==> config.mk <==
export PLATFORM = sky130hd
export DESIGN_NAME = line_fill_seq
export DESIGN_NICKNAME = d
export VERILOG_FILES = /design/src/rtl/lfs_pkg.sv /design/src/rtl/lfs_ctrl.sv /design/src/rtl/lfs_beat_ctr.sv /design/src/rtl/lfs_line_buf.sv /design/src/rtl/line_fill_seq.sv
export SDC_FILE = /design/constraint.sdc
export NUM_CORES = 1
export LEC_CHECK = 0
export BUFFER_PORTS_ARGS = -buffer_cell sky130_fd_sc_hd__buf_2
export CAP_MARGIN = 10
export CORE_AREA = 2 2 195 197
export CTS_CLUSTER_SIZE = 25
export DETAILED_ROUTE_END_ITERATION = 16
export DIE_AREA = 0 0 197 199
export GPL_ROUTABILITY_DRIVEN = 0
export PLACE_DENSITY_LB_ADDON = 0.08
export SLEW_MARGIN = 20
export SYNTH_ARGS = -nofsm -noshare
export SYNTH_HDL_FRONTEND = slang
export SYNTH_SLANG_ARGS = --single-unit
==> constraint.sdc <==
create_clock -name clk -period 8.29 [get_ports clk]
set_input_delay 0.4145 -clock clk [delete_from_list [all_inputs] [get_ports clk]]
set_output_delay 0.4145 -clock clk [all_outputs]
set_load 0.02 [all_outputs]
==> src/rtl/lfs_pkg.sv <==
package lfs_pkg;
  typedef enum logic [1:0] {
    FS_IDLE = 2'd0,
    FS_REQ  = 2'd1,
    FS_DATA = 2'd2,
    FS_LINE = 2'd3
  } fill_state_t;
endpackage

==> src/rtl/lfs_ctrl.sv <==
module lfs_ctrl #(
  parameter int ADDR_W = 32,
  parameter int OFF_W  = 5,
  parameter int IDX_W  = 2
) (
  input  logic              clk,
  input  logic              rst_n,
  input  logic              miss_valid,
  input  logic [ADDR_W-1:0] miss_addr,
  input  logic              miss_wt,
  input  logic              bus_req_ready,
  input  logic              beat_valid,
  input  logic              last_beat,
  input  logic              line_ready,
  output logic              miss_ready,
  output logic              start,
  output logic              bus_req_valid,
  output logic              beat_ready,
  output logic              beat_fire,
  output logic              line_valid,
  output logic [ADDR_W-1:0] base_addr,
  output logic [IDX_W-1:0]  crit_q,
  output logic              wt_q
);
  import lfs_pkg::*;

  localparam logic [ADDR_W-1:0] OFF_MASK = ADDR_W'((64'd1 << OFF_W) - 64'd1);

  fill_state_t      state, state_n;
  logic [ADDR_W-1:0] addr_q;

  assign miss_ready    = (state == FS_IDLE);
  assign bus_req_valid = (state == FS_REQ);
  assign beat_ready    = (state == FS_DATA);
  assign line_valid    = (state == FS_LINE);
  assign start         = miss_valid && miss_ready;
  assign beat_fire     = beat_valid && beat_ready;

  always_comb begin
    state_n = state;
    case (state)
      FS_IDLE: if (start)                 state_n = FS_REQ;
      FS_REQ:  if (bus_req_ready)         state_n = FS_DATA;
      FS_DATA: if (beat_fire && last_beat) state_n = FS_LINE;
      FS_LINE: if (line_ready)            state_n = FS_IDLE;
      default:                            state_n = FS_IDLE;
    endcase
  end

  always_ff @(posedge clk or negedge rst_n) begin
    if (!rst_n) begin
      state  <= FS_IDLE;
      addr_q <= '0;
      wt_q   <= 1'b0;
    end else begin
      state <= state_n;
      if (start) begin
        addr_q <= miss_addr;
        wt_q   <= miss_wt;
      end
    end
  end

  assign base_addr = addr_q & ~OFF_MASK;
  assign crit_q    = addr_q[OFF_W-1 -: IDX_W];


  miss_refused_chk: assert property (@(posedge clk) disable iff (!rst_n)
    (miss_valid && miss_ready) |=> !miss_ready);


  req_hold_chk: assert property (@(posedge clk) disable iff (!rst_n)
    (bus_req_valid && !bus_req_ready) |=> (bus_req_valid && $stable(base_addr) && $stable(crit_q)));


  line_hold_chk: assert property (@(posedge clk) disable iff (!rst_n)
    (line_valid && !line_ready) |=> (line_valid && $stable(base_addr) && $stable(wt_q)));


  reopen_chk: assert property (@(posedge clk) disable iff (!rst_n)
    (line_valid && line_ready) |=> (miss_ready && !line_valid));
endmodule

==> src/rtl/lfs_beat_ctr.sv <==
module lfs_beat_ctr #(
  parameter int BEATS = 4,
  parameter int IDX_W = 2
) (
  input  logic             clk,
  input  logic             rst_n,
  input  logic             start,
  input  logic             beat_fire,
  input  logic [IDX_W-1:0] crit,
  output logic [IDX_W-1:0] slot_idx,
  output logic             first_beat,
  output logic             last_beat
);
  logic [IDX_W-1:0] cnt;

  always_ff @(posedge clk or negedge rst_n) begin
    if (!rst_n)         cnt <= '0;
    else if (start)     cnt <= '0;
    else if (beat_fire) cnt <= cnt + IDX_W'(1);
  end

  // wrap-around order: index is taken modulo the beat count
  assign slot_idx   = crit + cnt;
  assign first_beat = (cnt == '0);
  assign last_beat  = (cnt == IDX_W'(BEATS - 1));


  cnt_wrap_chk: assert property (@(posedge clk) disable iff (!rst_n)
    (beat_fire && last_beat) |=> (cnt == '0));
endmodule

==> src/rtl/lfs_line_buf.sv <==
module lfs_line_buf #(
  parameter int DATA_W = 64,
  parameter int BEATS  = 4,
  parameter int IDX_W  = 2
) (
  input  logic                    clk,
  input  logic                    rst_n,
  input  logic                    start,
  input  logic                    wr_en,
  input  logic [IDX_W-1:0]        wr_idx,
  input  logic [DATA_W-1:0]       wr_data,
  output logic [BEATS-1:0]        slot_v,
  output logic [BEATS*DATA_W-1:0] line_data
);
  logic [DATA_W-1:0] slot_d [BEATS];

  for (genvar k = 0; k < BEATS; k++) begin : g_slot
    logic hit;
    assign hit = wr_en && (wr_idx == IDX_W'(k));

    always_ff @(posedge clk or negedge rst_n) begin
      if (!rst_n)     slot_v[k] <= 1'b0;
      else if (start) slot_v[k] <= 1'b0;
      else if (hit)   slot_v[k] <= 1'b1;
    end

    always_ff @(posedge clk) begin
      if (hit) slot_d[k] <= wr_data;
    end

    assign line_data[k*DATA_W +: DATA_W] = slot_d[k];
  end


  no_rewrite_chk: assert property (@(posedge clk) disable iff (!rst_n)
    wr_en |-> !slot_v[wr_idx]);
endmodule

==> src/rtl/line_fill_seq.sv <==
module line_fill_seq #(
  parameter int ADDR_W = 32,
  parameter int DATA_W = 64,
  parameter int BEATS  = 4,
  localparam int IDX_W  = $clog2(BEATS),
  localparam int LINE_W = BEATS * DATA_W,
  localparam int OFF_W  = $clog2(LINE_W / 8)
) (
  input  logic              clk,
  input  logic              rst_n,
  input  logic              miss_valid,
  output logic              miss_ready,
  input  logic [ADDR_W-1:0] miss_addr,
  input  logic              miss_wt,
  output logic              bus_req_valid,
  input  logic              bus_req_ready,
  output logic [ADDR_W-1:0] bus_req_addr,
  output logic [IDX_W-1:0]  bus_req_crit,
  input  logic              beat_valid,
  output logic              beat_ready,
  input  logic [DATA_W-1:0] beat_data,
  output logic              crit_valid,
  output logic [DATA_W-1:0] crit_data,
  output logic [IDX_W-1:0]  crit_idx,
  output logic              line_valid,
  input  logic              line_ready,
  output logic [LINE_W-1:0] line_data,
  output logic [ADDR_W-1:0] line_addr,
  output logic              line_wt
);
  logic             start, beat_fire, first_beat, last_beat;
  logic [IDX_W-1:0] crit_q, slot_idx;
  logic [ADDR_W-1:0] base_addr;
  logic [BEATS-1:0] slot_v;

  lfs_ctrl #(.ADDR_W(ADDR_W), .OFF_W(OFF_W), .IDX_W(IDX_W)) u_ctrl (
    .clk(clk), .rst_n(rst_n),
    .miss_valid(miss_valid), .miss_addr(miss_addr), .miss_wt(miss_wt),
    .bus_req_ready(bus_req_ready), .beat_valid(beat_valid),
    .last_beat(last_beat), .line_ready(line_ready),
    .miss_ready(miss_ready), .start(start), .bus_req_valid(bus_req_valid),
    .beat_ready(beat_ready), .beat_fire(beat_fire), .line_valid(line_valid),
    .base_addr(base_addr), .crit_q(crit_q), .wt_q(line_wt)
  );

  lfs_beat_ctr #(.BEATS(BEATS), .IDX_W(IDX_W)) u_cnt (
    .clk(clk), .rst_n(rst_n), .start(start), .beat_fire(beat_fire),
    .crit(crit_q), .slot_idx(slot_idx), .first_beat(first_beat),
    .last_beat(last_beat)
  );

  lfs_line_buf #(.DATA_W(DATA_W), .BEATS(BEATS), .IDX_W(IDX_W)) u_buf (
    .clk(clk), .rst_n(rst_n), .start(start), .wr_en(beat_fire),
    .wr_idx(slot_idx), .wr_data(beat_data), .slot_v(slot_v),
    .line_data(line_data)
  );

  assign bus_req_addr = base_addr;
  assign bus_req_crit = crit_q;
  assign line_addr    = base_addr;
  assign crit_valid   = beat_fire && first_beat;
  assign crit_data    = beat_data;
  assign crit_idx     = crit_q;


  crit_pulse_chk: assert property (@(posedge clk) disable iff (!rst_n)
    crit_valid |=> !crit_valid);


  line_after_last_chk: assert property (@(posedge clk) disable iff (!rst_n)
    (beat_fire && last_beat) |=> line_valid);


  line_full_chk: assert property (@(posedge clk) disable iff (!rst_n)
    line_valid |-> (&slot_v));


  line_data_hold_chk: assert property (@(posedge clk) disable iff (!rst_n)
    (line_valid && !line_ready) |=> $stable(line_data));
endmodule

# Word level (Yosys, flattened, before mapping)
# Memory sizes are Yosys's and may differ from the RTL's.
# Index checks and enable logic that the tools add are counted.
# totals
ff_bits,37
ram_bits,256
in_bits,103
out_inout_bits,394
wordCells,58
n_memories,1
# op_classes
add_sub_neg,2
n_eq_ne,11
mux,24
reduce_logical,16
# mem_list
memory,words,word_bits,read_ports,rd_clocked_by_memory_dff,wr,line,text
u_buf.slot_d,4,64,4,0,1,lfs_line_buf.sv:15,logic [DATA_W-1:0] slot_d [BEATS];
# ops
cell,count
$mux 64,3
$reduce_or 64->1,3
$mux 2,9
$mux 1,11
$eq 2x2->1 const B,5
$logic_and 1x1->1,8
$pmux 2 s4,1
$logic_not 2->1,3
$eq 2x1->1 const B,2
$ne 2x1->1 const B,2
$ne 2x2->1 const B,2
$reduce_and 4->1,1
$add 2x1->2 const B,1
$add 2x2->2,1
$reduce_bool 2->1,1

# Depth between registers and ports, before layout
# Gate-level depths: netlist of the first run.
# depth
depth_word,9
mapped_depth,5
ltp_nobuf,5

# By module
# From an unflattened synthesis of the first run, not the netlist that was laid out.
# unflattened
hier_cells,472
hier_area_um2,10119.7
# modules_own_cells
mod,n_inst,cells_per_inst,area_per_inst_um2,seq_area_each_um2
lfs_line_buf,1,271,7867.5,7787.5
lfs_ctrl,1,89,1371.3,800.8
line_fill_seq,1,99,742.0,0.0
lfs_beat_ctr,1,13,138.9,50.0

# Worst setup path after synthesis of the first run
# OpenSTA, ideal clock, no wires.
# synth_timing
path_type,register -> register
start,register u_ctrl.addr_q[3]
end,memory u_buf.slot_d[0][0] (enable)
setup_time_ps,565
arrival_time_ps,5445
required_time_ps,7725
path_slack_ps,2280
stages_incl_launch_ff,5
n_path_buf,0
period_less_slack_ps,6010
cell_sequence,dfrtp_1 > ha_1 > xnor2_1 > xnor2_1 > nor3_1
# synth_via
word_cells_on_any_way,26
# synth_rtl
element,line,text
start: declaration,lfs_ctrl.sv:30,logic [ADDR_W-1:0] addr_q;
start signal: assignment,lfs_ctrl.sv:58,addr_q <= miss_addr;
$add 2x2->2,lfs_beat_ctr.sv:23,assign slot_idx = crit + cnt;
$logic_not 2->1,lfs_line_buf.sv:19,assign hit = wr_en && (wr_idx == IDX_W'(k));
$logic_and 1x1->1,lfs_line_buf.sv:19,
via u_buf.g_slot[0].hit,lfs_line_buf.sv:18,logic hit;
$mux 1,lfs_line_buf.sv:28,if (hit) slot_d[k] <= wr_data;
$mux 1 (not written as such),lfs_line_buf.sv:28,
$mux 1 (no line) (3 in series),--,
end: declaration,lfs_line_buf.sv:15,
# The timed path passes the listed nets, and every way through them passes these cells.

# Worst setup path in the final report of the first run
# layout_timing
start,register u_ctrl.addr_q[3]
end,memory u_buf.slot_d[1][51] (enable)
# layout_via
elab_chain_len,9
word_cells_on_any_way,26
# layout_rtl
element,line
$add 2x2->2 (*),lfs_beat_ctr.sv:23
$eq 2x1->1 (*),lfs_line_buf.sv:19
$logic_and 1x1->1 (*),lfs_line_buf.sv:19
via u_buf.g_slot[1].hit,lfs_line_buf.sv:18
$mux 1 (*),lfs_line_buf.sv:28
$mux 1 (not written as such) (*),lfs_line_buf.sv:28
$reduce_or 64->1 (no line),--
$mux 2 (no line) / $mux 1 (equally long branches) (3 in series),--
# Mark *: on every way through the listed nets, which the timed path passes. The rest lies on a longest branch.

==> impl_metrics.ini, run 1 <==
[yosys]
synth.distinct_cells = 23
synth_cells = 461
synth_warnings = 0
synth_most_common_cell = edfxtp_1
synth_area_um2 = 9950
ys_ff_latch = 290
yosys-top-cells-area = edfxtp_1 77%, dfrtp_1 8.6%, buf_4 7.8%
synthTopCellsByCount = 256 x edfxtp_1, 103 x buf_4, 34 x dfrtp_1
yosys.area.top_type = edfxtp_1
synth_top_flop_cell = edfxtp_1
yosysTopAreaCellShare_pct = 77.26
syn_avg_cell_area_um2 = 21.58
async_flop_share_pct = 11.72
synth-edff-count = 256
synth-seq-area-share_pct = 85.81

[timing]
fin_crit_ns = 2.614
finalCritPeriodShare_pct = 31.53
fin_skew_ns = 0.02131
finalHoldViolations = 0
fin_tns_setup_ns = 0
worst_slew_pin_slew_ns = 1.054
clock.fmax_mhz = 382.6
fin_worst_hold_slack_ns = 0.06589
rsz0062_at_grt = false
setup_slack_ns = 5.676
finalSetupViolations = 0
relSlewSlack_pct = 29.71
drv_slew = 0

[grt]
grt_util_all_layers_pct = 12.96
grt_pass1_vias = 5251
grt_overflow = 0
grt_pass1_wl_mm = 36.98
antenna_found_initial = 0
grt_start_max_net_pins = 65

[die]
pin_count = 497
placementRows = 71
dieArea_um2 = 39200
core_area_um2 = 37130
die_w_um = 197
dieHeight_um = 199
start_util_pct = 26.79

[power]
totalPowerFinal_mw = 4.427
leakage_nw = 5.415
p_per_area_nw_per_um2 = 335.2
max-vdd-ir-drop_uv = 199.0

[worst_setup_path]
required_ns = 8.49
criticalPathCategory = register to register
reg2reg_to = u_buf.slot_d[1][51]$_DFFE_PP_
r2r-start = u_ctrl.addr_q[3]$_DFFE_PN0P_
start_kind = register
arrival_ns = 2.82
reg2regPathDepth = 6
worst-path-max-fanout = 34
ff2ff_setup_slack_ns = 5.68
cp-end-kind = register

[finish]
final_cell_area_um2 = 13210
final_util_pct = 35.56
antenna_cells = 0
area_growth_pct = 32.72
nets = 999
fillers = 3635
instances_no_fill = 1386
drive_above_1_share_pct = 62.17

[drt]
drt_first_iter_violations = 190
ant_nets = 0
post_drt_wl_per_cell_um = 19.52
vias = 5478
drc = 0
via_per_inst = 3.952
wl_mm = 27.05
first_pass_iters = 4

[flow_run]
maxCapViolCount = 0

[status]
outcome = finished clean

[place]
place_area_um2 = 12280
dp.cells = 1328
place_ws_ns = 5.205
dp_hpwl_mm = 18.97
portBuffers = 483

[clock_tree]
cts_tree = yes
cts-resized-gates = 0
clk_pin_slew_ns = 0.07
numCtsBuffers = 31
cts_setup_buffers = 0
clk_latency_ns = 0.58
cts.sinks = 290
cts-root-buf = clkbuf_16
h-tree-depth = 1
clockBufferDepth = 3

[worst_hold_path]
whs_path_depth = 2
min_path_type = input port to register
whs_endpoint = u_cnt.cnt[1]$_DFFE_PN0P_
worstHoldStart = miss_valid
-- critical path: stages, from the launching register on --
cell and delay, ns:
dfrtp_1 0.43, ha_1 0.23, xnor2_1 0.25, xnor2_1 0.18
nor2_4 0.39, buf_12 0.25, buf_4 0.48
-- final cells by class --
cell class	instances	area [µm²]	share of cell area (%)
Clock inverter	18	90.09	0.6822
Sequential cell	290	8538	64.66
Multi-Input combinational cell	70	666.9	5.050
Inverter	4	15.01	0.1137
Tap cell	474	593.1	4.491
Clock buffer	38	802.0	6.074
Timing Repair Buffer	492	2500	18.93
-- cells in the final DEF (no fill, tap or decap) --
master and instances:
nand3_1 1, dlygate4sd3_1 1, mux2_2 30, inv_16 1, o21a_1 1, buf_2 483, nand2_1 2, a2111oi_4 1
ha_1 7, nor2b_1 2, or4_1 1, nor3_2 2, dfrtp_1 34, buf_12 1, clkbuf_16 31, xnor2_1 4
mux2_4 1, clkbuf_1 7, a21oi_1 2, edfxtp_1 256, buf_4 7, and2b_4 1, conb_1 10, nor2_4 2
clkinv_2 5, mux2i_1 1, nand2_2 1, and3_2 1, inv_1 4, clkinv_1 12
-- state kept, by name (all words and copies together), names as in the netlist --
| register | count |
|---|---|
| u_buf.slot_d | 256 |
| u_cnt.cnt | 2 |
| u_ctrl.addr_q | 29 |
| u_ctrl.state | 2 |
| u_ctrl.wt_q | 1 |
-- logic make-up after synthesis --
family                   count (synthesis)  synth area share [%]
flip-flops                             290                 85.81
buffers and inverters                  110                 8.073
multiplexers                            32                 3.647
AND/OR/NAND/NOR                         13                0.7420
adder cells (fa/ha/maj)                  7                0.8802
AO/OA/AOI/OAI                            4                0.4528
XOR/XNOR                                 4                0.3521
other                                    1               0.03769
-- worst max-delay path by stage --
| stage | start | to | cells after the start |
|---|---|---|---|
| 2_1_floorplan | u_ctrl.addr_q[3]$_DFFE_PN0P_ | u_buf.slot_d[0][0]$_DFFE_PP_ | 4 |
| 3_3_place_gp | u_ctrl.addr_q[3]$_DFFE_PN0P_ | u_buf.slot_d[1][32]$_DFFE_PP_ | 5 |
| 3_5_place_dp | u_ctrl.addr_q[3]$_DFFE_PN0P_ | u_buf.slot_d[1][6]$_DFFE_PP_ | 5 |
| 4_1_cts | u_ctrl.addr_q[3]$_DFFE_PN0P_ | u_buf.slot_d[1][17]$_DFFE_PP_ | 5 |
| 5_1_grt | u_ctrl.addr_q[3]$_DFFE_PN0P_ | u_buf.slot_d[1][38]$_DFFE_PP_ | 6 |
| 6_report | u_ctrl.addr_q[3]$_DFFE_PN0P_ | u_buf.slot_d[1][51]$_DFFE_PP_ | 6 |
-- routing by layer --
layer / vias up / track usage, % / share of wire [%] / wire (µm)
met5: - / 0 / 0 / 0
met4: 0 / 3.704 / 1.7 / 452
met3: 22 / 4.154 / 9.3 / 2524
met2: 319 / 22.72 / 51 / 13700
met1: 2676 / 15.23 / 38 / 10370
li1: 2461 / - / - / -
-- power breakdown --
part	internal, mW	switching (mW)
clock	0.682	0.548
sequential	1.89	0.103
combinational	0.373	0.827
-- what timing repair did --
action,CTS,global route
hold buffers,1,0
setup endpoints to repair,0,0
endpoints found under the hold margin,34,0
Power figures use the tool's default switching activity.
==> run 2, diff against run 1 <==
==> constraint.sdc (replaced) <==
create_clock -name clk -period 2.3 [get_ports clk]
set_input_delay 0.115 -clock clk [delete_from_list [all_inputs] [get_ports clk]]
set_output_delay 0.115 -clock clk [all_outputs]
set_load 0.02 [all_outputs]
==> run 2 against run 1 <==
Worst hold slack improved by 0.031 ns. Sequential share of layout area decreased by 5.7 points. Setup slack got worse by 5.3 ns. Via count increased by 6.6%. Clock skew decreased by 0.0090 ns. Die area unchanged. Sequential power increased to 3.6 times the previous value. Wire length increased by 2.5%. Non-clock buffer count increased by 96. Critical path type unchanged. Largest power group unchanged. Highest routed layer unchanged.
==> impl_metrics.ini, run 2 (synthesis results as in run 1) <==
[finish]
regMostFlops = u_buf.slot_d
drive_above_1_share_pct = 57.55
final_util_pct = 38.99
antenna_cells = 0
largest_registers = u_buf.slot_d x256, u_ctrl.addr_q x29
final_cell_mix = 483 x buf_2, 256 x edfxtp_1, 96 x dlygate4sd3_1
largest_reg_flops = 256
final_common_cell = buf_2
fillers = 3501
area_growth_pct = 45.51
nets = 1098

[drt]
vias = 5838
via_per_inst = 3.926
ant_nets = 0
post_drt_wl_per_cell_um = 18.66
wl_mm = 27.74
drt_first_iter_violations = 181
first_pass_iters = 4
drc = 0

[clock_tree]
cts-root-buf = clkbuf_16
cts.sinks = 290
clk_pin_slew_ns = 0.06
cts_hold_buf = 96
clockBufferDepth = 3
cts-resized-gates = 0
numCtsBuffers = 34
h-tree-depth = 2
clk_latency_ns = 0.51
cts_setup_buffers = 0
cts_tree = yes

[timing]
finalCritPeriodShare_pct = 85.16
setup_slack_ns = 0.3413
drv_slew = 0
finalSetupViolations = 0
worst_slew_pin_slew_ns = 0.8008
rsz0062_at_grt = false
fin_skew_ns = 0.01231
fin_tns_setup_ns = 0
finalHoldViolations = 0
fin_crit_ns = 1.959
clock.fmax_mhz = 510.6
relSlewSlack_pct = 46.61

[place]
dp_hpwl_mm = 19.38
place_ws_ns = 0.3063
portBuffers = 483

[worst_setup_path]
start_kind = register
criticalPathCategory = register to register
cp-end-kind = register
arrival_ns = 2.13
required_ns = 2.47
worst-path-max-fanout = 21

[grt]
grt_pass1_wl_mm = 38.39
grt_pass1_vias = 5694
antenna_found_initial = 0
grt_overflow = 0
grt_start_max_net_pins = 45
grt_util_all_layers_pct = 13.46

[power]
totalPowerFinal_mw = 17.06
p_per_area_nw_per_um2 = 1178
max-vdd-ir-drop_uv = 698.1
leakage_nw = 5.937

[die]
core_area_um2 = 37130
dieArea_um2 = 39200
dieHeight_um = 199
die_w_um = 197
start_util_pct = 26.79
pin_count = 497
placementRows = 71

[status]
outcome = finished clean

[flow_run]
maxCapViolCount = 0

[worst_hold_path]
min_path_type = input port to register
-- run 2: cell type report --
cell class / instances / area [µm²] / share of cell area, %
Sequential cell: 290 / 8539 / 58.98
Timing Repair Buffer: 588 / 3508 / 24.23
Clock buffer: 48 / 944.7 / 6.525
Multi-Input combinational cell: 70 / 743.2 / 5.134
Tap cell: 474 / 593.1 / 4.096
Clock inverter: 13 / 133.9 / 0.9247
Inverter: 4 / 15.01 / 0.1037
-- run 2: routing by layer --
metal	vias to the layer above	share of wire (%)	GRT usage [%]
met5	-	0	0
li1	2666	-	-
met2	324	52	24.60
met4	0	2.6	4.957
met3	50	8.7	4.459
met1	2798	37	14.45
-- run 2: path summary, 6_finish.rpt --
kind / startpoint / to / slack (ns) / cells past startpoint
max in group asynchronous: rst_n / u_ctrl.addr_q[3]$_DFFE_PN0P_ / 1.52 / 2
hold reg to reg: u_ctrl.wt_q$_DFFE_PN0P_ / u_ctrl.wt_q$_DFFE_PN0P_ / 0.51 / 1
min in group asynchronous: rst_n / u_ctrl.addr_q[19]$_DFFE_PN0P_ / 0.22 / 2
setup reg to reg: u_cnt.cnt[0]$_DFFE_PN0P_ / u_buf.slot_d[2][28]$_DFFE_PP_ / 0.34 / 5
hold / removal: beat_valid / u_ctrl.state[0]$_DFFE_PN0P_ / 0.1 / 4
setup / recovery: u_cnt.cnt[0]$_DFFE_PN0P_ / u_buf.slot_d[2][28]$_DFFE_PP_ / 0.34 / 5
-- run 2: report_power, final --
part,switching (mW),leakage (nW),internal [mW],total [mW]
Sequential,0.390,2.72,6.82,7.21
Combinational,3.07,2.69,1.60,4.66
Clock,2.07,0.527,3.11,5.18
Total,5.53,5.94,11.5,17.1
-- run 2: worst max-delay path: stages, from the launching register on --
cell     delay, ns
dfrtp_1       0.43
ha_4          0.20
xnor2_4       0.21
xnor2_2       0.13
nor3_4        0.25
buf_4         0.37
-- run 2: through the flow --
stage	instance area [µm²]	hold WS, ns	instances
floorplan	10090	-0.1806	470
global placement	12440	0.2666	1330
detailed placement	12440	0.2539	1330
CTS	14480	0.07715	1487
global route	14480	0.09115	1487
finish	14480	0.09699	1487
